<file path="src/rtl/xport_pkg.sv">
package xport_pkg;
  typedef struct packed {
    logic rom;
    logic row;
    logic low_half;
    logic regw;
  } xport_hit_t;
endpackage

</file>
<file path="src/rtl/xport_region_dec.sv">
module xport_region_dec #(
  parameter int ADDR_W   = 24,
  parameter logic [ADDR_W-1:0] ROM_LO  = 24'h400000,
  parameter logic [ADDR_W-1:0] ROM_HI  = 24'h5FFFFF,
  parameter logic [ADDR_W-1:0] ROW_LO  = 24'h600000,
  parameter logic [ADDR_W-1:0] ROW_HI  = 24'h7FFFFF,
  parameter logic [ADDR_W-1:0] MUX_HI  = 24'h7FFFFF,
  parameter logic [ADDR_W-1:0] REG_LO  = 24'hA12000,
  parameter logic [ADDR_W-1:0] REG_HI  = 24'hA120FF
) (
  input  logic [ADDR_W-1:0]    addr,
  output xport_pkg::xport_hit_t hit
);
  always_comb begin
    hit.rom      = (addr >= ROM_LO) && (addr <= ROM_HI);
    hit.row      = (addr >= ROW_LO) && (addr <= ROW_HI);
    hit.low_half = (addr <= MUX_HI);
    hit.regw     = (addr >= REG_LO) && (addr <= REG_HI);
  end
endmodule

</file>
<file path="src/rtl/xport_step_timer.sv">
module xport_step_timer #(
  parameter int RAS_DLY = 1,
  parameter int MUX_DLY = 1,
  parameter int COL_DLY = 1
) (
  input  logic clk,
  input  logic rst,
  input  logic as_n,
  output logic at_ras,
  output logic at_mux,
  output logic at_col
);
  localparam int TOTAL = RAS_DLY + MUX_DLY + COL_DLY;
  localparam int CW    = $clog2(TOTAL + 1) + 1;
  localparam logic [CW-1:0] T_RAS = CW'(RAS_DLY);
  localparam logic [CW-1:0] T_MUX = CW'(RAS_DLY + MUX_DLY);
  localparam logic [CW-1:0] T_COL = CW'(TOTAL);

  logic [CW-1:0] cnt_q, cnt_d;

  always_comb begin
    if (as_n)               cnt_d = '0;
    else if (cnt_q >= T_COL) cnt_d = cnt_q;
    else                    cnt_d = cnt_q + CW'(1);
  end

  always_ff @(posedge clk) begin
    if (rst) cnt_q <= '0;
    else     cnt_q <= cnt_d;
  end

  assign at_ras = !as_n && (cnt_d >= T_RAS);
  assign at_mux = !as_n && (cnt_d >= T_MUX);
  assign at_col = !as_n && (cnt_d >= T_COL);
endmodule

</file>
<file path="src/rtl/xport_wr_edge.sv">
module xport_wr_edge (
  input  logic clk,
  input  logic rst,
  input  logic uwr_n,
  input  logic lwr_n,
  output logic fall
);
  logic any_now, any_q;
  assign any_now = !(uwr_n && lwr_n);

  always_ff @(posedge clk) begin
    if (rst) any_q <= 1'b0;
    else     any_q <= any_now;
  end

  assign fall = any_now && !any_q;
endmodule

</file>
<file path="src/rtl/xport_strobe_gen.sv">
module xport_strobe_gen #(
  parameter int ADDR_W  = 24,
  parameter int RAS_DLY = 1,
  parameter int MUX_DLY = 1,
  parameter int COL_DLY = 1
) (
  input  logic              clk,
  input  logic              rst,
  input  logic [ADDR_W-1:0] addr,
  input  logic              as_n,
  input  logic              rd_wr,
  input  logic              uwr_n,
  input  logic              lwr_n,
  output logic              rom_cs_n,
  output logic              row_cs_n,
  output logic              mux_sel_n,
  output logic              col_cs_n,
  output logic              reg_cs_n,
  output logic              reg_wr_n,
  output logic              ack_n
);
  import xport_pkg::*;

  xport_hit_t hit;
  logic at_ras, at_mux, at_col, wr_fall, busy;

  xport_region_dec #(.ADDR_W(ADDR_W)) u_dec (
    .addr (addr),
    .hit  (hit)
  );

  xport_step_timer #(
    .RAS_DLY(RAS_DLY), .MUX_DLY(MUX_DLY), .COL_DLY(COL_DLY)
  ) u_tmr (
    .clk    (clk),
    .rst    (rst),
    .as_n   (as_n),
    .at_ras (at_ras),
    .at_mux (at_mux),
    .at_col (at_col)
  );

  xport_wr_edge u_wr (
    .clk   (clk),
    .rst   (rst),
    .uwr_n (uwr_n),
    .lwr_n (lwr_n),
    .fall  (wr_fall)
  );

  assign busy = !as_n;

  always_ff @(posedge clk) begin
    if (rst) begin
      rom_cs_n  <= 1'b1;
      row_cs_n  <= 1'b1;
      mux_sel_n <= 1'b1;
      col_cs_n  <= 1'b1;
      reg_cs_n  <= 1'b1;
      reg_wr_n  <= 1'b1;
      ack_n     <= 1'b1;
    end else begin
      rom_cs_n  <= !(at_ras && hit.rom);
      row_cs_n  <= !(at_ras && hit.row);
      mux_sel_n <= !(at_mux && hit.low_half);
      col_cs_n  <= !(at_col && (hit.rom || hit.row));
      reg_cs_n  <= !(busy && hit.regw);
      reg_wr_n  <= !(busy && hit.regw && !rd_wr && wr_fall);
      ack_n     <= !(at_ras && (hit.low_half || hit.regw));
    end
  end
endmodule

</file>
<file path="config.mk">
export PLATFORM = sky130hd
export DESIGN_NAME = xport_strobe_gen
export DESIGN_NICKNAME = d
export VERILOG_FILES = /design/src/rtl/xport_pkg.sv /design/src/rtl/xport_region_dec.sv /design/src/rtl/xport_step_timer.sv /design/src/rtl/xport_wr_edge.sv /design/src/rtl/xport_strobe_gen.sv
export SDC_FILE = /design/constraint.sdc
export NUM_CORES = 1
export LEC_CHECK = 0
export BUFFER_PORTS_ARGS = -buffer_cell sky130_fd_sc_hd__buf_4
export CORE_MARGIN = 2
export CORE_UTILIZATION = 30
export CTS_BUF_LIST = sky130_fd_sc_hd__clkbuf_16
export DETAILED_ROUTE_END_ITERATION = 8
export MAX_ROUTING_LAYER = met4
export SLEW_MARGIN = 10
export SYNTH_ARGS = -nofsm -noshare
export SYNTH_HDL_FRONTEND = slang
export SYNTH_SLANG_ARGS = --single-unit
export TNS_END_PERCENT = 100
</file>
<file path="constraint.sdc">
create_clock -name clk -period 1.4 [get_ports clk]
set_input_delay 0 -clock clk [delete_from_list [all_inputs] [get_ports clk]]
set_output_delay 0 -clock clk [all_outputs]
set_load 0.01 [all_outputs]
</file>
==> results.sh <==
export IMPL_cts_tree="done"
export IMPL_gr_total_overflow=0
export IMPL_max_cap_violations=0
export IMPL_grt_pass1_vias=484
export IMPL_cts_max_level=1
export IMPL_cp_arrival_ns=1.29
export IMPL_slew_viol_final=0
export IMPL_leakagePower_nw=0.373
export IMPL_max_slew_margin_rel_pct=78.8
export IMPL_fin_crit_sh_pct=85.9
export IMPL_ff2ff_path_depth=4
export IMPL_start_kind="register"
export IMPL_areaGrowthSynthToFinish_pct=84.6
export IMPL_synth_area_um2=470
export IMPL_cp_top_family="compound AO/OA/AOI/OAI gates"
export IMPL_drt_wl_total_um=1250
export IMPL_critPathBufInv=0
export IMPL_synth_nets=78
export IMPL_synth_area_leaders="dfxtp_1, o311ai_1, o41ai_2"
export IMPL_diodes=0
export IMPL_holdWs_ns=-0.00129
export IMPL_rsz0062_at_grt="no"
export IMPL_clock_skew_ns=0.000654
export IMPL_worst_path_max_fanout=7
export IMPL_die_w_um=43.6
export IMPL_fin_cells=104
export IMPL_slowest_delay_ns=0.30
export IMPL_min_path_cells=3
export IMPL_viasPerCell=4.89
export IMPL_yosys_warnings=0
export IMPL_clk_path_buf_depth=2
export IMPL_synth_top_area_cell="dfxtp_1"
export IMPL_synth_cells=47
export IMPL_cts_num_sinks=11
export IMPL_post_cts_buffers=0
export IMPL_rows=14
export IMPL_hold_viol=1
export IMPL_synth_most_common_cell="dfxtp_1"
export IMPL_gp_congestion=0.710
export IMPL_finalCriticalPeriod_ns=1.20
export IMPL_io_pins=37
export IMPL_grt_max_degree=10
export IMPL_required_ns=1.49
export IMPL_violations="hold timing"
export IMPL_coreArea_um2=1490
export IMPL_critPathSlowestCell="dfxtp_1"
export IMPL_grt_pass1_wl_um=2040
export IMPL_drt_wirelength_per_cell_um=12.0
export IMPL_worst_setup_path_type="register to register"
export IMPL_port_buffer_count=28
export IMPL_cp_end_kind="register"
export IMPL_status="complete, but fails checks"
export IMPL_post_place_cells=94
export IMPL_antenna_found_initial=0
export IMPL_post_route_drc_count=0
export IMPL_nets=120
export IMPL_path_depth=4
export IMPL_antenna_left=0
export IMPL_synth_seq_cells=11
export IMPL_ir_worst_vdd_mv=0.893
export IMPL_synthArstFlopShare_pct=0
export IMPL_dp_hpwl_um=914
export IMPL_layout_drive_gt1_share_pct=43.2
export IMPL_finalSetupViolations=0
export IMPL_max_freq_mhz=831
export IMPL_synth_area_per_cell_um2=10.0
export IMPL_path_clk_slew_ns=0.04
export IMPL_pwr_density_cell_nw_per_um2=1090
export IMPL_synthDistinctLibCells=25
export IMPL_numCtsBuffers=3
export IMPL_start_util_pct=31.6
export IMPL_track_usage_pct=15.7
export IMPL_synth_commonest_cells="dfxtp_1, a21oi_1, nor2_1, o21ai_0"
export IMPL_min_path_type="primary input to register"
export IMPL_die_area_um2=1900
export IMPL_clk_latency_ns=0.24
export IMPL_tightest_slew_ns=0.310
export IMPL_synth_edf_count=0
export IMPL_setup_tns_ns=0
export IMPL_clock_root_buffer="clkbuf_16"
export IMPL_cp_cell_sequence="ha_1, nor2b_1, a21oi_1, o311ai_0"
export IMPL_drt_pass1_iterations=2
export IMPL_die_height_um=43.6
export IMPL_seq_area_frac_synth_pct=46.8
export IMPL_vias=509
export IMPL_synth_top_area_share_pct=46.8
export IMPL_synthFlopType="dfxtp_1"
export IMPL_first_iter_violations=2
[worst register-to-register path, cell delays in order (launching register included)]
cell and delay [ns]:
dfxtp_1 0.30, ha_1 0.26, nor2b_1 0.15, a21oi_1 0.20
o311ai_0 0.14
[state kept, by name, summed over array words and instances (netlist names)]
register,flops
mux_sel_n,1
rom_cs_n,1
reg_cs_n,1
u_wr.any_q,1
col_cs_n,1
u_tmr.cnt_q,3
reg_wr_n,1
row_cs_n,1
ack_n,1
[layout make-up]
| type | instances | area [µm²] |
|---|---|---|
| fill | 143 | 621 |
| clock buffer | 3 | 75.1 |
| multi-input combinational | 35 | 253 |
| clock inverter | 1 | 3.75 |
| tap | 16 | 20.0 |
| inverter | 1 | 3.75 |
| sequential | 11 | 220 |
| timing repair buffer | 37 | 293 |
[final timing paths]
check                       from       end  slack [ns]
setup reg to reg  u_tmr.cnt_q[0]  row_cs_n        0.20
hold reg to reg       u_wr.any_q  reg_wr_n        0.46
hold / removal             uwr_n  reg_wr_n      -0.001
setup / recovery  u_tmr.cnt_q[0]  row_cs_n        0.20
[placed cells by master (no fill, tap or decap), types with 2 or more instances in the layout]
cell	instances
o21ai_0	3
dfxtp_1	11
inv_1	2
dlygate4sd3_1	6
nand3b_1	2
nand2_1	2
nor2b_1	2
o311ai_1	2
nand2b_1	2
buf_4	31
clkbuf_16	3
nor3_1	2
a21oi_1	3
nor2_1	3
[what timing repair did]
item / 4_1_cts / 5_1_grt
hold buffers: 6 / 0
resized for setup: 0 / 1
setup endpoints to repair: 0 / 2
endpoints found under the hold margin: 6 / 0
[through the flow]
| stage | area, µm² | total power, W | utilization (%) | worst slack [ns] |
|---|---|---|---|---|
| after floorplan | 470 | 0.000367 | - | 0.198 |
| after global placement | 723 | 0.000431 | 48.6 | 0.0909 |
| after detailed placement | 723 | 0.000433 | 48.6 | 0.107 |
| after CTS | 862 | 0.000961 | 57.9 | 0.111 |
| after global routing | 868 | 0.000993 | 58.3 | 0.0940 |
| final | 868 | 0.000950 | 58.3 | 0.197 |
[logic make-up after synthesis]
| group | synth area share (%) |
|---|---|
| compound gates | 20.7 |
| flops | 46.8 |
| buf+inv | 0.797 |
| fa+ha+maj | 2.66 |
| simple gates | 29.0 |
[power by group]
part,switching [W],leakage [nW],internal [W]
Clock,0.000133,0.0423,0.000374
Sequential,0.00000310,0.0898,0.000323
Combinational,0.0000421,0.241,0.0000747
Total,0.000178,0.373,0.000772
[layer usage]
metal	share of wire, %	GRT usage, %	up-vias
met5	0	-	-
met4	2.0	7.27	0
met3	5.5	6.25	4
met2	52	26.2	11
met1	40	16.0	226
li1	-	-	268
(Power assumes the default switching activity.)
